===== src/rtl/cmdbuf_pkg.sv =====
package cmdbuf_pkg;

    typedef enum logic {
        SPACE_SLOT   = 1'b0,
        SPACE_STATUS = 1'b1
    } space_e;

    function automatic int idx_width(input int n);
        return (n > 1) ? $clog2(n) : 1;
    endfunction

    function automatic int cnt_width(input int n);
        return $clog2(n + 1);
    endfunction

endpackage


===== src/rtl/cmdbuf_assembler.sv =====
module cmdbuf_assembler #(
    parameter int NCTX  = 4,
    parameter int DW    = 32,
    parameter int MAXB  = 4,
    parameter int OPC_W = 2,
    parameter int CTX_W = 2,
    parameter int BCW   = 3,
    parameter logic [(2**OPC_W)*BCW-1:0] BEAT_TABLE = {3'd4, 3'd3, 3'd2, 3'd1}
) (
    input  logic                 clk,
    input  logic                 rst_n,
    input  logic                 wr_en,
    input  logic [CTX_W-1:0]     wr_ctx,
    input  logic [DW-1:0]        wr_data,
    output logic                 cmp_v,
    output logic [OPC_W-1:0]     cmp_op,
    output logic [CTX_W-1:0]     cmp_ctx,
    output logic [MAXB*DW-1:0]   cmp_data
);
    localparam int BIDX_W = cmdbuf_pkg::idx_width(MAXB);

    typedef struct {
        logic [BCW-1:0]   cnt  [NCTX];
        logic [BCW-1:0]   need [NCTX];
        logic [OPC_W-1:0] op   [NCTX];
        logic [DW-1:0]    beat [NCTX][MAXB];
    } asm_st_t;

    asm_st_t st_q, st_d;

    logic [BCW-1:0]   idx_d;
    logic [BCW-1:0]   nxt_d;
    logic [BCW-1:0]   need_d;
    logic [OPC_W-1:0] op_d;

    function automatic logic [BCW-1:0] lookup_need(input logic [OPC_W-1:0] op);
        logic [BCW-1:0] n;
        n = BEAT_TABLE[int'(op)*BCW +: BCW];
        if (n == '0)
            n = BCW'(1);
        else if (n > BCW'(MAXB))
            n = BCW'(MAXB);
        return n;
    endfunction

    always_comb begin
        st_d   = st_q;
        cmp_v  = 1'b0;
        idx_d  = st_q.cnt[wr_ctx];
        op_d   = st_q.op[wr_ctx];
        need_d = st_q.need[wr_ctx];
        nxt_d  = '0;
        if (wr_en) begin
            if (st_q.cnt[wr_ctx] == '0) begin
                op_d   = wr_data[OPC_W-1:0];
                need_d = lookup_need(wr_data[OPC_W-1:0]);
                for (int k = 0; k < MAXB; k++) begin
                    st_d.beat[wr_ctx][k] = '0;
                end
            end
            st_d.op[wr_ctx]   = op_d;
            st_d.need[wr_ctx] = need_d;
            st_d.beat[wr_ctx][idx_d[BIDX_W-1:0]] = wr_data;
            nxt_d = idx_d + BCW'(1);
            if (nxt_d >= need_d) begin
                cmp_v = 1'b1;
                st_d.cnt[wr_ctx] = '0;
            end else begin
                st_d.cnt[wr_ctx] = nxt_d;
            end
        end
        cmp_op  = op_d;
        cmp_ctx = wr_ctx;
        for (int k = 0; k < MAXB; k++) begin
            cmp_data[k*DW +: DW] = st_d.beat[wr_ctx][k];
        end
    end

    always_ff @(posedge clk) begin
        if (!rst_n) begin
            for (int c = 0; c < NCTX; c++) begin
                st_q.cnt[c]  <= '0;
                st_q.need[c] <= '0;
                st_q.op[c]   <= '0;
                for (int k = 0; k < MAXB; k++) begin
                    st_q.beat[c][k] <= '0;
                end
            end
        end else begin
            st_q <= st_d;
        end
    end

endmodule


===== src/rtl/cmdbuf_issue.sv =====
module cmdbuf_issue #(
    parameter int PW = 132
) (
    input  logic          clk,
    input  logic          rst_n,
    input  logic          in_v,
    input  logic [PW-1:0] in_pl,
    input  logic          out_ready,
    output logic          out_v,
    output logic [PW-1:0] out_pl,
    output logic          busy
);
    typedef struct packed {
        logic          out_v;
        logic          skid_v;
        logic [PW-1:0] out_pl;
        logic [PW-1:0] skid_pl;
    } iss_st_t;

    iss_st_t st_q, st_d;

    always_comb begin
        st_d = st_q;
        if (st_q.out_v && out_ready) begin
            if (st_q.skid_v) begin
                st_d.out_pl  = st_q.skid_pl;
                st_d.skid_v  = 1'b0;
                st_d.skid_pl = '0;
            end else begin
                st_d.out_v  = in_v;
                st_d.out_pl = in_v ? in_pl : '0;
            end
        end else if (!st_q.out_v) begin
            st_d.out_v  = in_v;
            st_d.out_pl = in_v ? in_pl : '0;
        end else if (in_v && !st_q.skid_v) begin
            st_d.skid_v  = 1'b1;
            st_d.skid_pl = in_pl;
        end
    end

    always_ff @(posedge clk) begin
        if (!rst_n) begin
            st_q <= '0;
        end else begin
            st_q <= st_d;
        end
    end

    assign out_v  = st_q.out_v;
    assign out_pl = st_q.out_pl;
    assign busy   = st_q.skid_v;

endmodule


===== src/rtl/cmdbuf_resbuf.sv =====
module cmdbuf_resbuf #(
    parameter int NCTX   = 4,
    parameter int RW     = 2,
    parameter int DW     = 32,
    parameter int CTX_W  = 2,
    parameter int WORD_W = 1
) (
    input  logic              clk,
    input  logic              rst_n,
    input  logic              res_we,
    input  logic [CTX_W-1:0]  res_ctx,
    input  logic [WORD_W-1:0] res_word,
    input  logic [DW-1:0]     res_data,
    input  logic              rd_en,
    input  logic              rd_status,
    input  logic [CTX_W-1:0]  rd_ctx,
    input  logic [WORD_W-1:0] rd_word,
    output logic [DW-1:0]     rd_data,
    output logic              rd_valid,
    output logic [NCTX-1:0]   done_flags
);
    localparam int SLOTS = NCTX * RW;
    localparam logic [WORD_W-1:0] LAST_WORD = WORD_W'(RW - 1);

    typedef struct {
        logic [DW-1:0]   mem [SLOTS];
        logic [NCTX-1:0] done;
        logic            p1_v;
        logic [DW-1:0]   p1_d;
        logic            p2_v;
        logic [DW-1:0]   p2_d;
    } rb_st_t;

    rb_st_t st_q, st_d;

    logic [DW-1:0] status_word;
    logic [DW-1:0] pick_word;

    always_comb begin
        status_word = '0;
        status_word[NCTX-1:0] = st_q.done;
        pick_word = rd_status ? status_word : st_q.mem[{rd_ctx, rd_word}];

        st_d      = st_q;
        st_d.p1_v = rd_en;
        st_d.p1_d = rd_en ? pick_word : '0;
        st_d.p2_v = st_q.p1_v;
        st_d.p2_d = st_q.p1_d;

        if (rd_en && !rd_status && (rd_word == LAST_WORD)) begin
            st_d.done[rd_ctx] = 1'b0;
        end
        if (res_we) begin
            st_d.mem[{res_ctx, res_word}] = res_data;
            if (res_word == LAST_WORD) begin
                st_d.done[res_ctx] = 1'b1;
            end
        end
    end

    always_ff @(posedge clk) begin
        if (!rst_n) begin
            for (int i = 0; i < SLOTS; i++) begin
                st_q.mem[i] <= '0;
            end
            st_q.done <= '0;
            st_q.p1_v <= 1'b0;
            st_q.p1_d <= '0;
            st_q.p2_v <= 1'b0;
            st_q.p2_d <= '0;
        end else begin
            st_q <= st_d;
        end
    end

    assign rd_data    = st_q.p2_d;
    assign rd_valid   = st_q.p2_v;
    assign done_flags = st_q.done;

endmodule


===== src/rtl/cmdbuf_front.sv =====
module cmdbuf_front #(
    parameter int NCTX  = 4,
    parameter int DW    = 32,
    parameter int RW    = 2,
    parameter int MAXB  = 4,
    parameter int OPC_W = 2,
    parameter logic [(2**OPC_W)*cmdbuf_pkg::cnt_width(MAXB)-1:0] BEAT_TABLE = {3'd4, 3'd3, 3'd2, 3'd1},
    localparam int CTX_W  = cmdbuf_pkg::idx_width(NCTX),
    localparam int WORD_W = cmdbuf_pkg::idx_width(RW),
    localparam int ADDR_W = 1 + CTX_W + WORD_W
) (
    input  logic                clk,
    input  logic                rst_n,
    input  logic                bus_we,
    input  logic                bus_re,
    input  logic [ADDR_W-1:0]   bus_addr,
    input  logic [DW-1:0]       bus_wdata,
    output logic [DW-1:0]       bus_rdata,
    output logic                bus_rvalid,
    output logic                req_valid,
    input  logic                req_ready,
    output logic [OPC_W-1:0]    req_op,
    output logic [CTX_W-1:0]    req_ctx,
    output logic [MAXB*DW-1:0]  req_data,
    output logic                busy,
    input  logic                res_we,
    input  logic [CTX_W-1:0]    res_ctx,
    input  logic [WORD_W-1:0]   res_word,
    input  logic [DW-1:0]       res_data
);
    localparam int BCW = cmdbuf_pkg::cnt_width(MAXB);
    localparam int PW  = OPC_W + CTX_W + MAXB * DW;

    cmdbuf_pkg::space_e  addr_space;
    logic [CTX_W-1:0]    addr_ctx;
    logic [WORD_W-1:0]   addr_word;
    logic                wr_ok;
    logic                cmp_v;
    logic [OPC_W-1:0]    cmp_op;
    logic [CTX_W-1:0]    cmp_ctx;
    logic [MAXB*DW-1:0]  cmp_data;
    logic [PW-1:0]       out_pl;
    logic [NCTX-1:0]     done_vec;

    assign addr_space = cmdbuf_pkg::space_e'(bus_addr[ADDR_W-1]);
    assign addr_ctx   = bus_addr[WORD_W +: CTX_W];
    assign addr_word  = bus_addr[WORD_W-1:0];
    assign wr_ok      = bus_we && (addr_space == cmdbuf_pkg::SPACE_SLOT) && !busy;

    cmdbuf_assembler #(
        .NCTX(NCTX), .DW(DW), .MAXB(MAXB), .OPC_W(OPC_W),
        .CTX_W(CTX_W), .BCW(BCW), .BEAT_TABLE(BEAT_TABLE)
    ) u_asm (
        .clk      (clk),
        .rst_n    (rst_n),
        .wr_en    (wr_ok),
        .wr_ctx   (addr_ctx),
        .wr_data  (bus_wdata),
        .cmp_v    (cmp_v),
        .cmp_op   (cmp_op),
        .cmp_ctx  (cmp_ctx),
        .cmp_data (cmp_data)
    );

    cmdbuf_issue #(.PW(PW)) u_issue (
        .clk       (clk),
        .rst_n     (rst_n),
        .in_v      (cmp_v),
        .in_pl     ({cmp_op, cmp_ctx, cmp_data}),
        .out_ready (req_ready),
        .out_v     (req_valid),
        .out_pl    (out_pl),
        .busy      (busy)
    );

    assign {req_op, req_ctx, req_data} = out_pl;

    cmdbuf_resbuf #(
        .NCTX(NCTX), .RW(RW), .DW(DW), .CTX_W(CTX_W), .WORD_W(WORD_W)
    ) u_res (
        .clk        (clk),
        .rst_n      (rst_n),
        .res_we     (res_we),
        .res_ctx    (res_ctx),
        .res_word   (res_word),
        .res_data   (res_data),
        .rd_en      (bus_re),
        .rd_status  (addr_space == cmdbuf_pkg::SPACE_STATUS),
        .rd_ctx     (addr_ctx),
        .rd_word    (addr_word),
        .rd_data    (bus_rdata),
        .rd_valid   (bus_rvalid),
        .done_flags (done_vec)
    );

endmodule


===== config.mk =====
export PLATFORM = sky130hd
export DESIGN_NAME = cmdbuf_front
export DESIGN_NICKNAME = d
export VERILOG_FILES = /design/src/rtl/cmdbuf_pkg.sv /design/src/rtl/cmdbuf_assembler.sv /design/src/rtl/cmdbuf_issue.sv /design/src/rtl/cmdbuf_resbuf.sv /design/src/rtl/cmdbuf_front.sv
export SDC_FILE = /design/constraint.sdc
export NUM_CORES = 2
export LEC_CHECK = 0
export BUFFER_PORTS_ARGS = -buffer_cell sky130_fd_sc_hd__buf_2
export CAP_MARGIN = 25
export CORE_MARGIN = 4
export CORE_UTILIZATION = 45
export CTS_BUF_LIST = sky130_fd_sc_hd__clkbuf_4 sky130_fd_sc_hd__clkbuf_8
export DETAILED_ROUTE_END_ITERATION = 7
export PLACE_DENSITY = 0.68
export SKIP_CTS_REPAIR_TIMING = 1
export SLEW_MARGIN = 20
export SYNTH_ARGS = -nofsm -noshare
export SYNTH_HDL_FRONTEND = slang
export SYNTH_SLANG_ARGS = --single-unit

===== constraint.sdc =====
create_clock -name clk -period 8.45 [get_ports clk]
set_clock_uncertainty 0.1 [all_clocks]
set_input_delay 1.2675 -clock clk [delete_from_list [all_inputs] [get_ports clk]]
set_output_delay 1.2675 -clock clk [all_outputs]
set_load 0.005 [all_outputs]

After elaboration in Yosys (flattened, before gate mapping)
Cells that the tools add are included.

Output and inout port bits: 167. Bits of input ports: 77. Register bits after elaboration: 1136. Word-level logic and storage cells: 177.

Mux-type cells: 70. Shift-type cells: 1. Equality and inequality tests: 3. Reductions and logical operators: 22. Add/sub/neg operators: 1. Order comparisons: 13. Multipliers: 1. Bitwise gates (word level): 20.

Operators with widths (count): AND 512 bit (4); NOT 512 bit (4); 2-to-1 mux 512 bit (3); demux 128 bit (select 2 bit) (5); 2-to-1 mux 132 bit (6); bitwise mux 512 bit (1); 2-to-1 mux 128 bit (4); 2-to-1 mux 266 bit (1); binary-select mux 128 bit (select 2 bit) (1); bitwise mux 256 bit (1); 2-to-1 mux 32 bit (5); binary-select mux 32 bit (select 3 bit) (1); demux 32 bit (select 3 bit) (1); 2-to-1 mux 96 bit (1); demux 32 bit (select 2 bit) (1); 2-to-1 mux 64 bit (1); indexed part select 12 x 32 -> 3 bit (first input constant) (1); 2-to-1 mux 3 bit (9); bitwise mux 12 bit (2); 2-to-1 mux 4 bit (4); AND 12 bit (1); binary-select mux 3 bit (select 2 bit) (2); 2-to-1 mux 12 bit (1); 2-to-1 mux 2 bit (6); other kinds (33) (65).

Depth between registers and ports, before layout
Depth after elaboration: 20. Mapped depth: 24. Depth with buffers taken out: 15.

By module
Synthesis repeated with hierarchy kept, for this count alone.

Cells, all modules: 5421. Area total of the unflattened synthesis: 49359.8 um^2.

By module, submodules not included: cmdbuf_assembler (instances 1, cells an instance 2649, area each 23777.8 um^2); cmdbuf_resbuf (instances 1, cells an instance 1587, area each 14233.7 um^2); cmdbuf_issue (instances 1, cells an instance 1184, area each 11335.9 um^2); cmdbuf_front (instances 1, cells an instance 1, area each 12.5 um^2).

Least setup slack after synthesis
Ideal clock, no wire load.

Kind: input to register. Start: input port bus_addr[2]. End: register u_issue.st_q[102] (netlist bit). Cell stages on the path: 22. Arrival time: 5275 ps. Required time: 8276 ps. Setup slack: 3001 ps. Path through: buf_2 buf_4 buf_2 buf_2 buf_2 mux4_2 inv_1 ha_1 buf_2 nand2b_1 clkbuf_1 mux2i_1 ha_1 a21oi_1 o21a_1 nor2_1 buf_2 a21oi_1 clkbuf_1 clkbuf_1 nand2_1 o21ai_0.

Word-level cells in the longest chain between the ends: 19. Elaborated cells between the ends (all ways): 51. Those cells by class: 1 x add/sub; 5 x order compare; 29 x mux; 10 x bitwise; 6 x reduce/logical.

Ends and longest elaborated chain: from (decl) (RTL line cmdbuf_front.sv:16) `input logic [ADDR_W-1:0] bus_addr,`; NOT 2 -> 3 bit (implied by the code) *; binary-select mux 3 bit (select 2 bit) (RTL line cmdbuf_assembler.sv:49, cmdbuf_assembler.sv:54); 2-to-1 mux 3 bit (implied by the code) (2 in a row) (RTL line cmdbuf_assembler.sv:49, cmdbuf_assembler.sv:54); NOT 2 -> 3 bit (implied by the code) (RTL line cmdbuf_assembler.sv:63) `st_d.beat[wr_ctx][idx_d[BIDX_W-1:0]] = wr_data;`; >= comparator 3 bit (implied by the code) / < comparator 3 x 1 -> 1 bit (equally long branches) (RTL line cmdbuf_assembler.sv:63); logical AND 1 bit (implied by the code) (RTL line cmdbuf_assembler.sv:63); 2-to-1 mux 32 bit (implied by the code) (RTL line cmdbuf_assembler.sv:63); demux 32 bit (select 2 bit) (RTL line cmdbuf_assembler.sv:63); 2-to-1 mux 128 bit (implied by the code) (RTL line cmdbuf_assembler.sv:63); demux 128 bit (select 2 bit) (RTL line cmdbuf_assembler.sv:63); bitwise mux 512 bit (RTL line cmdbuf_assembler.sv:63); 2-to-1 mux 512 bit (RTL line cmdbuf_assembler.sv:53) `if (wr_en) begin`; binary-select mux 128 bit (select 2 bit) (RTL line cmdbuf_assembler.sv:75) `cmp_data[k*DW +: DW] = st_d.beat[wr_ctx][k];`; 2-to-1 mux 128 bit (2 in a row); 2-to-1 mux 132 bit (RTL line cmdbuf_issue.sv:36) `end else if (in_v && !st_q.skid_v) begin`; 2-to-1 mux 132 bit (RTL line cmdbuf_issue.sv:33) `end else if (!st_q.out_v) begin`; 2-to-1 mux 266 bit (RTL line cmdbuf_issue.sv:24) `if (st_q.out_v && out_ready) begin`; to (signal assigned) (RTL line cmdbuf_issue.sv:46) `st_q <= st_d;`; to (decl) (RTL line cmdbuf_issue.sv:20) `iss_st_t st_q, st_d;`.

Every way passes the cells marked *; elsewhere a longest branch is shown, timed or not. The select of a mux whose other input is x is not followed. A chain may end at the register's enable or synchronous reset.

Worst setup path after layout
Start: input port bus_addr[1]. End: register u_issue.st_q[30] (netlist bit).

Word-level cells in the longest chain between the ends: 20. Elaborated cells between the ends (all ways): 51. Those cells by class: 1 x add/sub; 5 x order compare; 29 x mux; 10 x bitwise; 6 x reduce/logical.

Ends and longest elaborated chain: NOT 2 -> 3 bit (implied by the code) *; >= comparator 3 bit (implied by the code) / < comparator 3 x 1 -> 1 bit (equally long branches) (RTL line cmdbuf_assembler.sv:58, cmdbuf_assembler.sv:63); logical AND 1 bit (implied by the code) (RTL line cmdbuf_assembler.sv:58, cmdbuf_assembler.sv:63); 2-to-1 mux 128 bit (implied by the code) (RTL line cmdbuf_assembler.sv:58) `st_d.beat[wr_ctx][k] = '0;`; demux 128 bit (select 2 bit) (RTL line cmdbuf_assembler.sv:58); NOT 512 bit (no line); AND 512 bit (no line) (4 in a row); 2-to-1 mux 512 bit (RTL line cmdbuf_assembler.sv:54) `if (st_q.cnt[wr_ctx] == '0) begin`; 2-to-1 mux 512 bit (RTL line cmdbuf_assembler.sv:53); bitwise mux 512 bit (RTL line cmdbuf_assembler.sv:63); 2-to-1 mux 512 bit (RTL line cmdbuf_assembler.sv:53); binary-select mux 128 bit (select 2 bit) (RTL line cmdbuf_assembler.sv:75); 2-to-1 mux 128 bit (implied by the code) (2 in a row) (RTL line cmdbuf_assembler.sv:75); 2-to-1 mux 132 bit (RTL line cmdbuf_issue.sv:36); 2-to-1 mux 132 bit (RTL line cmdbuf_issue.sv:33); 2-to-1 mux 266 bit (RTL line cmdbuf_issue.sv:24).

Marks and branches as above.

==> metrics.md <==
| Metric | Value |
|---|---|
| Status | finished clean |
| Syn Area/Cell | 8.56 sq um |
| Sequential-to-total area share from yosys stat | 0.438 |
| WP buf/inv | 3 |
| DRC viols | 0 |
| Fin nets | 5,843 |
| #FFs+latches synth | 1,136 |
| Fin. Hold Viols | 0 |
| Die Span X | 348 um |
| Largest net degree at the start of global routing | 119 |
| Clock transition at path regs | 0.06 ns |
| Peak supply drop | 0.128 mV |
| Drt total wl | 167,000 um |
| Max-cap violations | 0 |
| Post-synthesis cell count | 6,063 |
| Final Core Density | 0.492 |
| Max Slew Vio Count | 0 |
| Setup_tns | 0 ns |
| Post-layout min period | 5.85 ns |
| Area delta synth->final | 8.47% |
| Setup slack after placement | 1.88 ns |
| Setup ws final | 2.60 ns |
| Worst-case clock buffer depth | 3 |
| Post-synth cell types | 63 |
| Critical Path Start Type | primary input |
| Met3 routed wirelength | 16,600 um |
| Total nets after synthesis | 6,149 |
| Worst Tran Pin Value | 1.09 ns |
| Setup CP Type | in -> reg |
| M1 WL | 69,200 um |
| RSZ-0062 raised after global routing | no |
| Dominant cell type by area after synthesis | dfxtp_1 |
| Antenna violations before repair | 20 |
| DIE AREA | 121,000 sq um |
| Ys flop type | dfxtp_1 |
| Share of cells above drive strength 1 | 0.141 |
| Global-route wire length before repair | 256,000 um |
| Initial Util | 0.454 |
| Drt first pass iters | 7 |
| Post-synth EDFFs | 0 |
| Crit path top cell by count | o21ai_0 |
| H-tree levels | 4 |
| Via Count | 44.1k |
| Crit-path cells | buf_8 -> mux2_2 -> o21ai_0 -> ha_2 -> nand2b_1 -> a21oi_1 -> inv_1 -> ha_1 -> nor2b_1 -> o21ai_0 -> nand2_2 -> nor2_4 -> buf_4 -> o21ai_0 -> nand2_1 |
| Critical path's slowest cell | ha_2 |
| IO Pins | 244 |
| Clk sinks | 1,136 |
| Critical Path AT | 6.52 ns |
| CP delay by family, top | compound AO/OA/AOI/OAI gates |
| Worst-Skew Late Latency | 0.87 ns |
| HP Class | reg -> reg |
| Max incr delay on CP | 0.73 ns |
| Placer Congestion | 0.803 |
| Wire per inst | 22.4 um |
| Total power | 11,500 uW |
| GRT Residual Overflow | 0 |
| Vias per cell | 5.94 |
| CTS Buf Count | 188 |
| FP Rows | 124 |
| Gr usage total | 0.265 |
| CTS root buf | clkbuf_8 |
| Fmax | 171 MHz |
| Highest routed layer | met5 |
| Cell area power density | 205 nW/um^2 |
| Critical Path RT | 9.12 ns |
| Final Setup Violations | 0 |
| Endpoint class of the critical path | flop |
| Crit Path Max Fanout | 66 |
| Async set or reset register ratio after synthesis | 0 |
| HPWL Detailed | 91,200 um |
| Core area | 114,000 sq um |
| Tcrit/Tclk final | 0.692 |
| Leakage | 0.0198 uW |
| Number of I/O port buffers | 243 |
| Post-DRT Antenna Nets | 0 |
| Detail Route met2 WL | 74,900 um |
| DRT iter0 DRCs | 4,390 |
| Most area-consuming cells after synthesis | dfxtp_1 (44%), nand2_1 (9.2%), a32oi_1 (6.6%), a21boi_0 (6.0%), nor2b_1 (4.8%) |
| Vias in the first global route | 42.7k |
| Hold slack | 0.321 ns |
| Mapped cell area | 51,900 sq um |
| CTS tree | done |
| Yosys top cell area share | 0.438 |
| Worst slew margin | 0.271 |
| Ys Warns | 0 |
| Die Y-Extent | 348 um |
## metrics by stage
step | std cells | instance area [sq um]
finish | 7422 | 56300
global route | 7420 | 56300
CTS | 7405 | 56200
detailed placement | 7075 | 52200
global placement | 7072 | 52100
floorplan | 6063 | 51900
## cell usage after synthesis, drive strengths merged (2+ instances only)
cell type and count:
nand2b 8, o211ai 10, ha 9, clkbuf 516
nand2 1279, a211oi 67, nor2 131, mux2 20
a32oi 392, a31oi 26, o31a 5, inv 38
dfxtp 1136, o2111ai 9, a21o 2, a21oi 177
a32o 33, and2 71, nor2b 401, and4 11
a221o 47, a221oi 16, a2bb2o 15, nor3 37
mux4 73, o21a 4, mux2i 86, nand3 106
a41oi 2, a21boi 416, o22ai 25, nor4bb 2
a22o 18, nand3b 27, buf 320, o21ai 366
o221a 2, a211o 11, o211a 19, and3 78
o32ai 19, a2bb2oi 25
## layout make-up
type	count	area, sq um
Antenna cell	13	32.5
Clock buffer	303	3730
Clock inverter	27	287
Fill cell	10698	58100
Inverter	38	143
Multi-Input combinational cell	4053	25400
Sequential cell	1136	22700
Tap cell	1512	1890
Timing Repair Buffer	340	2100
## flip-flops by register name, indices dropped and copies added (netlist names)
register / flops
u_res.rd_valid: 1
u_res.done_flags: 4
u_issue.out_v: 1
u_res.rd_data: 32
u_issue.out_pl: 132
u_res.st_q: 256
u_res.st_d: 33
u_issue.st_q: 132
u_asm.st_q: 544
u_issue.busy: 1
## path summary, 6_finish.rpt
check / cells past startpoint / slack (ns) / endpoint / start
hold reg to reg: 1 / 0.32 / u_res.rd_data[3] / u_res.st_d[3]
hold / removal: 1 / 0.32 / u_res.rd_data[3] / u_res.st_d[3]
setup reg to reg: 14 / 3.32 / u_issue.st_q[30] / u_asm.st_q[538]
setup / recovery: 15 / 2.60 / u_issue.st_q[30] / bus_addr[1]
## worst reg2reg max path: stages (launching register included)
cell and delay [ns]:
dfxtp_1 0.31, mux2_2 0.27, o21ai_0 0.42, ha_2 0.73, nand2b_1 0.35, a21oi_1 0.43, inv_1 0.08, ha_1 0.20
nor2b_1 0.13, o21ai_0 0.32, nand2_2 0.13, nor2_4 0.57, buf_4 0.66, o21ai_0 0.24, nand2_1 0.10
## kinds of logic after synthesis
| family | count (synthesis) | share of synthesized area |
|---|---|---|
| mux | 179 | 0.0526 |
| fa+ha+maj | 9 | 0.00217 |
| xor+xnor | 1 | 0.000169 |
| compound gates | 1708 | 0.238 |
| buf+inv | 874 | 0.0790 |
| flops | 1136 | 0.438 |
| simple gates | 2156 | 0.190 |
## metal layers
metal  GRT usage  vias up
met5           0        -
met4       0.105       14
met3      0.0647      316
met2       0.421     1918
met1       0.349    21286
li1            -    20562
## placed cells by master (no fill, tap or decap), drive strengths merged, types with 5 or more instances in the layout
cell / instances
nand2: 1279
dfxtp: 1136
a21boi: 416
nor2b: 401
a32oi: 392
o21ai: 366
buf: 340
clkbuf: 303
a21oi: 177
nor2: 131
nand3: 106
mux2i: 86
and3: 78
mux4: 73
and2: 71
a211oi: 67
a221o: 47
inv: 43
nor3: 37
a32o: 33
nand3b: 27
a31oi: 26
o22ai: 25
a2bb2oi: 25
mux2: 20
o32ai: 19
o211a: 19
a22o: 18
clkinv: 18
a221oi: 16
a2bb2o: 15
diode: 13
and4: 11
a211o: 11
o211ai: 10
o2111ai: 9
ha: 9
nand2b: 8
o31a: 5
## power by group
group / total [uW] / internal [uW] / switching (uW)
Sequential: 5480 / 5430 / 49.2
Clock: 5130 / 2860 / 2270
Combinational: 940 / 269 / 672
Total: 11500 / 8550 / 3000
Note: power is estimated with default switching activity, not from simulation.
